[src/rtl/rct_pkg.sv]
package rct_pkg;
  typedef enum logic [1:0] {
    MODE_PLAY = 2'b00,
    MODE_REC  = 2'b01,
    MODE_CUE  = 2'b10,
    MODE_ALT  = 2'b11
  } rct_mode_e;
endpackage

[src/rtl/rct_tick_sel.sv]
module rct_tick_sel
  import rct_pkg::*;
#(
  parameter int ROW_TICKS = 1600,
  parameter int CUE_TICKS = 8,
  parameter int CNT_W     = $clog2(ROW_TICKS)
) (
  input  rct_mode_e        mode_q,
  input  logic             sample_tick,
  input  logic             cue_tick,
  output logic             tick,
  output logic [CNT_W-1:0] last_idx,
  output logic [CNT_W-1:0] low_from
);
  localparam int ROW_LOW = ROW_TICKS - ROW_TICKS / 8;
  localparam int CUE_LOW = CUE_TICKS - CUE_TICKS / 8;

  always_comb begin
    if (mode_q == MODE_CUE) begin
      tick     = cue_tick;
      last_idx = CNT_W'(CUE_TICKS - 1);
      low_from = CNT_W'(CUE_LOW);
    end else begin
      tick     = sample_tick;
      last_idx = CNT_W'(ROW_TICKS - 1);
      low_from = CNT_W'(ROW_LOW);
    end
  end
endmodule

[src/rtl/rct_phase_ctr.sv]
module rct_phase_ctr #(
  parameter int CNT_W      = 11,
  parameter int LOAD_TICKS = 16,
  parameter int LOAD_W     = $clog2(LOAD_TICKS + 2)
) (
  input  logic             clk,
  input  logic             rst,
  input  logic             start_go,
  input  logic             start_rec,
  input  logic             stop,
  input  logic             run_q,
  input  logic             run_d,
  input  logic             tick,
  input  logic [CNT_W-1:0] last_idx,
  input  logic [CNT_W-1:0] low_from,
  output logic             row_end,
  output logic             mark_n
);
  logic [CNT_W-1:0]  cnt_q, cnt_d;
  logic [LOAD_W-1:0] load_q, load_d;
  logic              mark_d;

  always_comb begin
    cnt_d   = cnt_q;
    load_d  = load_q;
    row_end = 1'b0;
    if (start_go) begin
      cnt_d  = '0;
      load_d = start_rec ? LOAD_W'(LOAD_TICKS) : '0;
    end else if (run_q && !stop && tick) begin
      if (load_q != '0) begin
        load_d = load_q - LOAD_W'(1);
      end else if (cnt_q == last_idx) begin
        cnt_d   = '0;
        row_end = 1'b1;
      end else begin
        cnt_d = cnt_q + CNT_W'(1);
      end
    end
    mark_d = !(run_d && (load_d == '0) && (cnt_d >= low_from));
  end

  always_ff @(posedge clk) begin
    if (rst) begin
      cnt_q  <= '0;
      load_q <= '0;
      mark_n <= 1'b1;
    end else begin
      cnt_q  <= cnt_d;
      load_q <= load_d;
      mark_n <= mark_d;
    end
  end
endmodule

[src/rtl/rct_row_ctr.sv]
module rct_row_ctr #(
  parameter int ROWS   = 1200,
  parameter int ADDR_W = $clog2(ROWS)
) (
  input  logic              clk,
  input  logic              rst,
  input  logic              start_go,
  input  logic              row_end,
  output logic              last_row,
  output logic [ADDR_W-1:0] row_addr,
  output logic              overflow
);
  assign last_row = row_end && (row_addr == ADDR_W'(ROWS - 1));

  always_ff @(posedge clk) begin
    if (rst) begin
      row_addr <= '0;
      overflow <= 1'b0;
    end else if (start_go) begin
      row_addr <= '0;
      overflow <= 1'b0;
    end else if (last_row) begin
      overflow <= 1'b1;
    end else if (row_end) begin
      row_addr <= row_addr + ADDR_W'(1);
    end
  end
endmodule

[src/rtl/row_clock_timer.sv]
module row_clock_timer
  import rct_pkg::*;
#(
  parameter int ROWS       = 1200,
  parameter int ROW_TICKS  = 1600,
  parameter int CUE_TICKS  = 8,
  parameter int LOAD_TICKS = 16,
  parameter int ADDR_W     = $clog2(ROWS)
) (
  input  logic              clk,
  input  logic              rst,
  input  logic              sample_tick,
  input  logic              cue_tick,
  input  logic              start,
  input  logic [1:0]        mode,
  input  logic              stop,
  output logic              row_mark_n,
  output logic [ADDR_W-1:0] row_addr,
  output logic              overflow
);
  localparam int CNT_W = $clog2(ROW_TICKS);

  rct_mode_e        mode_q;
  logic             run_q, run_d;
  logic             start_go, last_row, row_end, tick;
  logic [CNT_W-1:0] last_idx, low_from;

  assign start_go = start && !stop;

  always_comb begin
    if (stop)          run_d = 1'b0;
    else if (start)    run_d = 1'b1;
    else if (last_row) run_d = 1'b0;
    else               run_d = run_q;
  end

  always_ff @(posedge clk) begin
    if (rst) begin
      run_q  <= 1'b0;
      mode_q <= MODE_PLAY;
    end else begin
      run_q <= run_d;
      if (start_go) mode_q <= rct_mode_e'(mode);
    end
  end

  rct_tick_sel #(.ROW_TICKS(ROW_TICKS), .CUE_TICKS(CUE_TICKS), .CNT_W(CNT_W)) u_sel (
    .mode_q(mode_q), .sample_tick(sample_tick), .cue_tick(cue_tick),
    .tick(tick), .last_idx(last_idx), .low_from(low_from)
  );

  rct_phase_ctr #(.CNT_W(CNT_W), .LOAD_TICKS(LOAD_TICKS)) u_phase (
    .clk(clk), .rst(rst), .start_go(start_go),
    .start_rec(mode == MODE_REC), .stop(stop),
    .run_q(run_q), .run_d(run_d), .tick(tick),
    .last_idx(last_idx), .low_from(low_from),
    .row_end(row_end), .mark_n(row_mark_n)
  );

  rct_row_ctr #(.ROWS(ROWS), .ADDR_W(ADDR_W)) u_rows (
    .clk(clk), .rst(rst), .start_go(start_go), .row_end(row_end),
    .last_row(last_row), .row_addr(row_addr), .overflow(overflow)
  );
endmodule

[config.mk]
export PLATFORM = sky130hd
export DESIGN_NAME = row_clock_timer
export DESIGN_NICKNAME = d
export VERILOG_FILES = /design/src/rtl/rct_pkg.sv /design/src/rtl/rct_tick_sel.sv /design/src/rtl/rct_phase_ctr.sv /design/src/rtl/rct_row_ctr.sv /design/src/rtl/row_clock_timer.sv
export SDC_FILE = /design/constraint.sdc
export NUM_CORES = 1
export LEC_CHECK = 0
export ABC_CLOCK_PERIOD_IN_PS = 3950
export BUFFER_PORTS_ARGS = -buffer_cell sky130_fd_sc_hd__buf_2
export CAP_MARGIN = 20
export CORE_MARGIN = 8
export CORE_UTILIZATION = 50
export DETAILED_ROUTE_END_ITERATION = 10
export PLACE_DENSITY = 0.69
export SLEW_MARGIN = 15
export SYNTH_ARGS = -nofsm -noshare
export SYNTH_HDL_FRONTEND = slang
export SYNTH_SLANG_ARGS = --single-unit
[constraint.sdc]
create_clock -name clk -period 3.95 [get_ports clk]
set_input_delay 0.1975 -clock clk [delete_from_list [all_inputs] [get_ports clk]]
set_output_delay 0.1975 -clock clk [all_outputs]
set_load 0.02 [all_outputs]
==> metrics.txt, run 1 <==
outcome=complete, no violations; share of layout cells above drive strength 1=18.15%; root buf cell=clkbuf_8; Final GP Congestion=0.8759; Cell Pwr Density=281.9 nW/um2; worst setup path end=u_phase.mark_n; Die Wd=79.24 um; first-pass GRT wire length=7.341 mm; Multi-input gate area=1271 um2; max cap viols=0; Worst Path Required=4.17 ns; Top Ports=21; fmax=315.8 MHz; final WL=4.215 mm; # clock sinks=32; Synth area leader=dfxtp_1; critical path class=reg -> reg; post-CTS setup buffers=0; most frequent cell after synthesis=nor2_1; Slew Limit Fails=0; Sw Pwr=140.5 uW; Total GRT Usage=14.56%; CTS tree=done; final setup vio count=0; CP Max Fanout=8; worst rel slew slack=53.00%; Synth Area in Compound Gates=13.70%; Synth Area in Simple Gates=33.98%; number of synthesized flops with an enable pin=0; combinational family with the most area after synthesis=simple AND/OR/NAND/NOR gates; P_int=482.4 uW; Post-layout nets=279; clock share of power=40.5%; die area=6278 um2; Synth-to-Final Area Change=10.51%; top cells by instance count after synthesis=33 x nor2_1, 32 x dfxtp_1, 15 x nand2_1, 14 x a21oi_1, 13 x ha_1; Critical Path AT=3.38 ns; Yosys cell types=52; Syn Nets=259; CP Launch Type=register; FF/Latch Area=640.6 um2; residual DRC count=0; Final min period=3.166 ns; detail-routed via count per cell=5.608; CP Launch Point=u_phase.load_q[0]; Worst-path clk slew=0.06 ns; hold_buf cts=0; Final Hold Fails=0; largest net degree at the start of global routing=17; CTS buffer count=5; Final Skew=0.004456 ns; top cells by area, synth=dfxtp_1 32%, ha_1 8.1%, nor2_1 6.2%; worst-case reg-to-reg path depth=14; RR Startpoint=u_phase.load_q[0]; Port-buffer cells=20; main flop type after synthesis=dfxtp_1; Mean Syn Cell Area=8.401 um2; # diodes=0; router iterations before antenna repair=4; XOR/XNOR share of the synthesized area=5.695%; Reg-to-Reg End=u_phase.mark_n; clock latency on the worst-skew pair=0.28 ns; CORE AREA=3914 um2; adder-cell area share of the yosys netlist=8.135%; First DRT Iteration DRCs=112; unrepaired setup endpoints after global routing=no; mux cell area share after synthesis=2.065%; Post-Syn Area=1999 um2; aggregate global routing overflow=0; clk buf depth=2; Hold Crit Class=in -> reg; reg-to-reg slack, setup=0.78 ns; H-Tree Depth=2; logic gate share of total power=7.1%; Lkg Pwr=0.0008513 uW; sequential share of the synthesized area=32.04%; # resized after CTS=0; vias in the first global route=1,618; Post-DRT Antenna Nets=0; detailed-route via count=1,733; routed len/inst=13.64 um; VDD IR max=207.6 uV; # rows=23; Initial Util=51.09%; final setup TNS=0 ns; ys async rst share=0%; Overall Power=623.0 uW; crit end category=register; fillers=390; YS warnings=0; Sw Ratio=22.56%; fin crit share=80.16%; synthesized instance count=238; detailed placement HPWL=3.214 mm; top cell type's share of synthesized area=32.04%; sequential share of power=52.4%; Yosys reg bits=32; initial antenna violation count=0; worst slew pin tran=0.7036 ns; Die H=79.24 um
==> how the worst min path moves through the flow <==
stage,cells after the start,from,to
2_1_floorplan,2,mode[0],mode_q[0]
3_5_place_dp,2,mode_q[0],mode_q[0]
6_report,3,mode[1],mode_q[1]
5_1_grt,3,mode[1],mode_q[1]
3_3_place_gp,2,mode_q[0],mode_q[0]
4_1_cts,3,mode[1],mode_q[1]
==> metal layers <==
metal / share of wire, % / up-vias / track usage, %
met5: 0 / - / 0
met4: 1.5 / 0 / 5.556
met3: 5.0 / 6 / 4.402
met2: 44 / 35 / 21.77
met1: 49 / 791 / 19.11
li1: - / 901 / -
==> cell type report <==
type	count	area share, %
Inverter	10	1.699
Sequential cell	32	28.99
Timing Repair Buffer	21	4.870
Multi-Input combinational cell	188	57.53
Clock buffer	8	4.077
Tap cell	50	2.831
==> layout by cell type (no fill, tap or decap), drive strengths merged, types with 3 or more instances in the layout <==
| cell type | instances |
|---|---|
| a21o | 4 |
| a21oi | 14 |
| buf | 21 |
| clkbuf | 8 |
| dfxtp | 32 |
| ha | 13 |
| inv | 10 |
| mux2i | 3 |
| nand2 | 17 |
| nand2b | 7 |
| nand3 | 8 |
| nand4 | 9 |
| nor2 | 33 |
| nor2b | 5 |
| nor3 | 10 |
| nor4 | 6 |
| o21ai | 6 |
| o31ai | 4 |
| or3 | 7 |
| or4 | 6 |
| xnor2 | 8 |
| xor2 | 5 |
==> flip-flops by register name (all words and copies together) (netlist names) <==
signal,flops
u_phase.cnt_q,11
u_rows.row_addr,11
u_phase.load_q,5
mode_q,2
run_q,1
u_phase.mark_n,1
u_rows.overflow,1
==> through the flow <==
| step | utilization (%) | hold slack (ns) | instance area (um2) | instances | worst slack (ns) |
|---|---|---|---|---|---|
| 2_1_floorplan | - | 0.3335 | 1999 | 238 | 1.167 |
| 3_3_place_gp | 54.16 | 0.4441 | 2120 | 301 | 0.8334 |
| 3_5_place_dp | 54.16 | 0.4546 | 2120 | 301 | 0.8368 |
| 4_1_cts | 56.46 | 0.1632 | 2210 | 309 | 0.7855 |
| 5_1_grt | 56.46 | 0.1675 | 2210 | 309 | 0.5265 |
| 6_report | 56.46 | 0.1670 | 2210 | 309 | 0.7838 |
==> worst max-delay path, stage by stage, from the launching register on <==
cell	delay, ns
dfxtp_1	0.35
inv_1	0.11
ha_1	0.20
nor4b_4	0.33
nand2_2	0.20
nor4_2	0.41
a21o_2	0.27
nor2_1	0.07
ha_1	0.31
a21o_1	0.16
a21o_1	0.17
a21oi_1	0.14
o21a_1	0.14
o221ai_1	0.12
nand4_1	0.11
==> kinds of logic (layout without fill, tap and decap cells) <==
group | after synthesis | after routing
mux | 4 | 4
flops | 32 | 32
xor+xnor | 13 | 13
buf+inv | 18 | 39
compound gates | 40 | 40
simple gates | 118 | 118
fa+ha+maj | 13 | 13
==> power groups by stage <==
| stage | combinational, uW | sequential [uW] | clock [uW] |
|---|---|---|---|
| after floorplan | 32.5 | 333 | 0 |
| after global placement | 44.2 | 334 | 0 |
| after detailed placement | 44.1 | 334 | 0 |
| after CTS | 44.4 | 327 | 262 |
| after global routing | 49.5 | 326 | 281 |
| final | 44.0 | 327 | 252 |
(Power assumes the default switching activity.)
==> run 2, diff against run 1 <==
- ABC_CLOCK_PERIOD_IN_PS: 3950 -> 2660
- PLACE_DENSITY: 0.69 -> 0.72
- clock period: 3.95 -> 2.66 ns (I/O delays scaled with it)
==> run 2 against run 1 <==
  * The run now ends with negative setup slack left
  * Largest power group unchanged
  * Critical path depth unchanged
  * Global-route usage up 2.4 points
  * Die area unchanged
  * Clock power up 40%
  * Non-clock buffer count up 36
  * Sequential share of layout area down 4.3 points
  * Maximum frequency up 17%
  * First-iteration DRC count down 12%
  * Flip-flop and latch count unchanged
  * Critical path type unchanged
==> metrics.txt, run 2 (synthesis gave the netlist of run 1 again) <==
Hold Crit Class=in -> reg (unchanged); aggregate global routing overflow=0 (unchanged); Reg-to-Reg End=u_phase.mark_n (unchanged); detailed-route via count=1,923 (was 1,733); Slowest-stage cell, CP=or4b_4 (was nor4_2); HP Start=mode[1] (unchanged); VDD IR max=279.2 uV (was 207.6 uV); met2 WL=2.535 mm (was 1.869 mm); Total GRT Usage=16.99% (was 14.56%); placed cell area=2389 um2 (was 2120 um2); share of layout cells above drive strength 1=35.71% (was 18.15%); Final min period=2.713 ns (was 3.166 ns); Largest regs=u_phase.cnt_q: 11 flops, u_rows.row_addr: 11 flops, u_phase.load_q: 5 flops (unchanged); final setup vio count=1 (was 0); detail-routed via count per cell=5.590 (was 5.608); Sw Pwr=229.4 uW (was 140.5 uW); sequential share of power=52.3% (was 52.4%); largest net degree at the start of global routing=17 (unchanged); RR Startpoint=u_phase.load_q[1] (was u_phase.load_q[0]); Final Util=66.46% (was 56.46%); # rows=23 (unchanged); final WL=5.200 mm (was 4.215 mm); most frequent cells in the layout=37 x buf_4, 31 x nor2_1, 30 x dfxtp_1 (was 33 x nor2_1, 32 x dfxtp_1, 20 x buf_2); outcome=complete, but fails checks (was complete, no violations); Post-DRT Antenna Nets=0 (unchanged); Worst Path Required=2.89 ns (was 4.17 ns); Die Wd=79.24 um (unchanged); CP Launch Type=register (unchanged); CP Max Fanout=6 (was 8); worst rel slew slack=66.87% (was 53.00%); initial antenna violation count=0 (unchanged); # clock sinks=32 (unchanged); P_int=697.5 uW (was 482.4 uW); unrepaired setup endpoints after global routing=yes (was no); Final Skew=0.001591 ns (was 0.004456 ns); router iterations before antenna repair=4 (unchanged); Sw Ratio=24.75% (was 22.56%); CORE AREA=3914 um2 (unchanged); Cell Pwr Density=356.3 nW/um2 (was 281.9 nW/um2); critical-path cell list=inv_2 -> ha_4 -> or4b_4 -> nor2_4 -> nand2_4 -> nor3_4 -> xnor2_2 -> nor2_1 -> ha_1 -> a21o_1 -> a21oi_2 -> o21a_1 -> o221ai_2 -> nand4_1 (was inv_1 -> ha_1 -> nor4b_4 -> nand2_2 -> nor4_2 -> a21o_2 -> nor2_1 -> ha_1 -> a21o_1 -> a21o_1 -> a21oi_1 -> o21a_1 -> o221ai_1 -> nand4_1); CTS tree=done (unchanged); logic gate share of total power=9.6% (was 7.1%); vias in the first global route=1,900 (was 1,618); Top Ports=21 (unchanged); H-Tree Depth=2 (unchanged); failing checks=negative setup slack; Worst-path clk slew=0.06 ns (about the same); fin crit share=102.0% (was 80.16%); worst slew pin tran=0.4925 ns (was 0.7036 ns); Lkg Pwr=0.001062 uW (was 0.0008513 uW); CP Launch Point=u_phase.load_q[1] (was u_phase.load_q[0]); max cap viols=0 (unchanged); detailed placement HPWL=3.753 mm (was 3.214 mm); Final Cell Area=2601 um2 (was 2210 um2); Port-buffer cells=20 (unchanged); # diodes=0 (unchanged); clk buf depth=2 (unchanged); Final Hold Fails=0 (unchanged); hold_buf cts=0 (unchanged); Critical Path AT=2.94 ns (was 3.38 ns); first-pass GRT wire length=8.535 mm (was 7.341 mm); CP peak stage delay=0.48 ns (was 0.41 ns); Synth-to-Final Area Change=30.10% (was 10.51%); commonest non-fill, non-tap cell in the layout=buf_4 (was nor2_1); Die H=79.24 um (unchanged); worst setup margin=-0.05297 ns (was 0.7838 ns); fillers=325 (was 390); routed len/inst=15.12 um (was 13.64 um); reg-to-reg slack, setup=-0.05 ns (was 0.78 ns); root buf cell=clkbuf_8 (unchanged); First DRT Iteration DRCs=99 (was 112); Slew Limit Fails=0 (unchanged); worst-case reg-to-reg path depth=14 (unchanged); Post-layout nets=315 (was 279); Max Used Layer=met4 (unchanged); CTS buffer count=5 (unchanged); clock latency on the worst-skew pair=0.28 ns (about the same); fmax=368.6 MHz (was 315.8 MHz); met3 wire length=209 um (was 212 um); critical path class=reg -> reg (unchanged); worst setup path end=u_phase.mark_n (unchanged); Initial Util=51.09% (unchanged); crit end category=register (unchanged); M1 wire length=2.366 mm (was 2.071 mm); clock share of power=38.1% (was 40.5%); Final GP Congestion=0.8953 (was 0.8759); die area=6278 um2 (unchanged); residual DRC count=0 (unchanged)
run 2: power by group through the flow:
stage / sequential, uW / clock (uW) / combinational [uW]
4_1_cts: 485 / 362 / 87.1
2_1_floorplan: 495 / 0 / 50.6
5_1_grt: 485 / 386 / 97.0
3_5_place_dp: 495 / 0 / 83.2
6_report: 485 / 353 / 89.0
3_3_place_gp: 495 / 0 / 82.0
run 2: how the worst min path moves through the flow:
stage | to | cells after the start | slack (ns)
after detailed placement | mode_q[1] | 3 | 0.40
after floorplan | mode_q[0] | 2 | 0.27
after CTS | mode_q[1] | 3 | 0.09
after global routing | mode_q[1] | 3 | 0.1
after global placement | mode_q[1] | 3 | 0.39
final | mode_q[1] | 3 | 0.1
run 2: stage by stage:
| step | std cells | total power (uW) | TNS [ns] | worst slack (ns) | hold slack, ns |
|---|---|---|---|---|---|
| detailed placement | 332 | 578.5 | -0.1813 | -0.1813 | 0.3991 |
| finish | 344 | 926.9 | -0.05297 | -0.05297 | 0.09829 |
| global placement | 332 | 577.4 | -0.1251 | -0.1251 | 0.3859 |
| floorplan | 238 | 545.7 | 0 | 0.007006 | 0.2690 |
| CTS | 342 | 934.0 | -0.03069 | -0.03069 | 0.09016 |
| global route | 344 | 967.6 | -0.1585 | -0.1585 | 0.09657 |
run 2: area by class of cell:
| type | instances | area (um2) | share of cell area (%) |
|---|---|---|---|
| clock inverter | 1 | 5.005 | 0.1924 |
| timing repair buffer | 57 | 377.9 | 14.53 |
| tap | 50 | 62.56 | 2.405 |
| clock buffer | 6 | 72.57 | 2.790 |
| sequential | 32 | 643.1 | 24.72 |
| inverter | 10 | 41.29 | 1.587 |
| multi-input combinational | 188 | 1399 | 53.78 |
run 2: worst max-delay path: cells and delay by family (launching register included):
kind | cells | cell delay [ns]
AO/OA/AOI/OAI | 4 | 0.57
AND/OR/NAND/NOR | 6 | 1.11
flip-flops | 1 | 0.32
buffers and inverters | 1 | 0.07
adder cells (fa/ha/maj) | 2 | 0.44
XOR/XNOR | 1 | 0.14
run 2: repair_timing:
item / 4_1_cts / 5_1_grt
gates cloned: 0 / 0
setup buffers: 3 / 2
pin swaps: 17 / 6
gates resized for setup: 12 / 6
setup endpoints to repair: 1 / 1
run 2: per-layer routing:
metal	up-vias	global-route usage, %
li1	966	-
met1	919	20.07
met2	31	28.43
met3	7	4.063
met4	0	7.593
met5	-	0
==> run 3, diff against run 2 <==
- BUFFER_PORTS_ARGS: -buffer_cell sky130_fd_sc_hd__buf_2 -> default
- CORE_MARGIN: 8 -> default
- CORE_UTILIZATION: 50 -> 35
- DONT_BUFFER_PORTS: default -> 1
- PLACE_DENSITY: 0.72 -> default
==> run 3 against run 2 <==
  * Count of clock-buffer cells in the layout grew 1
  * Final cell count grew 4.9%
  * Largest cell class unchanged
  * Combinational power rose by 3.7%
  * Global-route usage is 1.5 points higher
  * Die area decreased by 4.1%
  * Critical endpoint unchanged
  * Sequential power about the same
  * The run still ends with negative setup slack left
  * Hold slack lost 0.051 ns
  * Flip-flop and latch count unchanged
  * First-iteration DRC count is 7.1% higher
  * Register-to-register slack got worse by 0.05 ns
==> metrics.txt, run 3 (synthesis gave the netlist of run 1 again) <==
outcome=complete, but fails checks (unchanged); failing checks=negative setup slack (unchanged); First DRT Iteration DRCs=106 (was 99); Final Cell Area=2690 um2 (was 2601 um2); Critical Path AT=2.92 ns (was 2.94 ns); Post-layout nets=309 (was 315); CP peak stage delay=0.48 ns (about the same); initial antenna violation count=0 (unchanged); Slew Limit Fails=0 (unchanged); Final Hold Fails=0 (unchanged); vias in the first global route=1,806 (was 1,900); router iterations before antenna repair=4 (unchanged); Top Ports=21 (unchanged); # rows=27 (was 23); clk buf depth=2 (unchanged); fin crit share=103.8% (was 102.0%); final setup TNS=-0.1020 ns (was -0.05297 ns); Final Skew=0.009154 ns (was 0.001591 ns); Slowest-stage cell, CP=or4b_4 (unchanged); CP Max Fanout=6 (unchanged); worst slew pin tran=0.3664 ns (was 0.4925 ns); placed cell area=2376 um2 (was 2389 um2); final WL=5.052 mm (was 5.200 mm); detail-routed via count per cell=5.180 (was 5.590); residual DRC count=0 (unchanged); first-pass GRT wire length=8.749 mm (was 8.535 mm); Final min period=2.762 ns (was 2.713 ns); # diodes=0 (unchanged); Largest regs=u_phase.cnt_q: 11 flops, u_rows.row_addr: 11 flops, u_phase.load_q: 5 flops (unchanged); Worst Path Required=2.82 ns (was 2.89 ns); CP Launch Type=register (unchanged); CTS buffer count=5 (unchanged); commonest non-fill, non-tap cell in the layout=buf_4 (unchanged); most frequent cells in the layout=47 x buf_4, 31 x nor2_1, 30 x dfxtp_1 (was 37 x buf_4, 31 x nor2_1, 30 x dfxtp_1); critical path buffer and inverter count=2 (was 1); crit end category=register (unchanged); fmax=362.1 MHz (was 368.6 MHz); FF/Latch Area=643.1 um2 (unchanged); Synth-to-Final Area Change=34.54% (was 30.10%); Die H=77.58 um (was 79.24 um); die area=6019 um2 (was 6278 um2); routed len/inst=13.99 um (was 15.12 um); Worst-path clk slew=0.07 ns (was 0.06 ns); Lkg Pwr=0.001049 uW (was 0.001062 uW); fillers=509 (was 325); H-Tree Depth=2 (unchanged); Multi-input gate area=1395 um2 (was 1399 um2); hold slack final=0.04751 ns (was 0.09829 ns); aggregate global routing overflow=0 (unchanged); Total GRT Usage=18.46% (was 16.99%); root buf cell=clkbuf_8 (unchanged); worst rel slew slack=75.41% (was 66.87%); largest net degree at the start of global routing=16 (was 17); final setup vio count=1 (unchanged); Die Wd=77.58 um (was 79.24 um); CTS tree=done (unchanged); critical path class=reg -> reg (unchanged); critical-path cell list=inv_2 -> ha_4 -> or4b_4 -> nor2_4 -> nand2_4 -> buf_6 -> xnor2_4 -> nand2b_1 -> ha_1 -> nand2b_4 -> a21o_1 -> a21oi_2 -> o21a_1 -> o221ai_2 -> nand4_1 (was inv_2 -> ha_4 -> or4b_4 -> nor2_4 -> nand2_4 -> nor3_4 -> xnor2_2 -> nor2_1 -> ha_1 -> a21o_1 -> a21oi_2 -> o21a_1 -> o221ai_2 -> nand4_1); Overall Power=1091 uW (was 926.9 uW); unrepaired setup endpoints after global routing=yes (unchanged); Hold Crit Class=in -> reg (unchanged); share of layout cells above drive strength 1=33.56% (was 35.71%); max cap viols=0 (unchanged); VDD IR max=255.5 uV (was 279.2 uV); clock latency on the worst-skew pair=0.28 ns (about the same); cell family with most CP delay=simple AND/OR/NAND/NOR gates (unchanged); Final GP Congestion=0.7764 (was 0.8953); Port-buffer cells=0 (was 20); Initial Util=36.31% (was 51.09%); CORE AREA=5507 um2 (was 3914 um2); # clock sinks=32 (unchanged); worst setup margin=-0.1020 ns (was -0.05297 ns); detailed placement HPWL=3.609 mm (was 3.753 mm); Cell Pwr Density=405.7 nW/um2 (was 356.3 nW/um2); detailed-route via count=1,870 (was 1,923); Post-DRT Antenna Nets=0 (unchanged)
[run 3: changes by cell type in the layout (fill, tap and decap cells not counted), moves of 2 or more]
cell,change
buf_2,-20
buf_4,+10
dlygate4sd3_1,+3
clkbuf_8,+2
[run 3: metrics by stage]
step / cells / util [%] / setup slack (ns)
5_1_grt: 361 / 48.85 / -0.2823
2_1_floorplan: 238 / - / 0.007006
4_1_cts: 356 / 47.08 / -0.05918
6_report: 361 / 48.85 / -0.1020
3_3_place_gp: 342 / 43.15 / -0.1095
3_5_place_dp: 342 / 43.15 / -0.1324
[run 3: path summary, 6_finish.rpt]
| path | slack (ns) | to | depth (start not counted) | from |
|---|---|---|---|---|
| min | 0.05 | run_q | 3 | rst |
| max reg2reg | -0.10 | u_phase.mark_n | 15 | u_phase.load_q[0] |
| min reg2reg | 0.46 | mode_q[0] | 2 | mode_q[0] |
| max | -0.10 | u_phase.mark_n | 15 | u_phase.load_q[0] |
[run 3: routing by layer]
layer / GRT usage, % / part of all wire, % / up-vias
li1: - / - / 961
met1: 23.15 / 47 / 882
met2: 31.59 / 50 / 25
met3: 3.647 / 2.5 / 2
met4: 5.660 / 0.57 / 0
met5: 0 / 0 / -
[run 3: repair_timing]
item,in CTS,in global routing
endpoints found under the hold margin,7,0
pin swaps,11,19
resized for setup,8,10
setup endpoints to repair,1,1
setup buffers,3,5
hold buffers,3,0
[run 3: cell type report]
| cell class | count | area share (%) |
|---|---|---|
| multi-input combinational | 188 | 51.86 |
| inverter | 10 | 1.535 |
| clock buffer | 7 | 3.581 |
| sequential | 32 | 23.91 |
| tap | 72 | 3.349 |
| timing repair buffer | 51 | 14.65 |
| clock inverter | 1 | 1.116 |
[run 3: tightest hold or removal path: stages]
cell and delay [ns]:
nor2_1 0.02, o21ai_0 0.06, a31oi_1 0.06
[run 3: report_power, final]
part	internal, uW	switching (uW)	total, uW
combinational	42.0	50.3	92.3
sequential	482	2.91	485
clock	331	184	514
total	854	237	1090
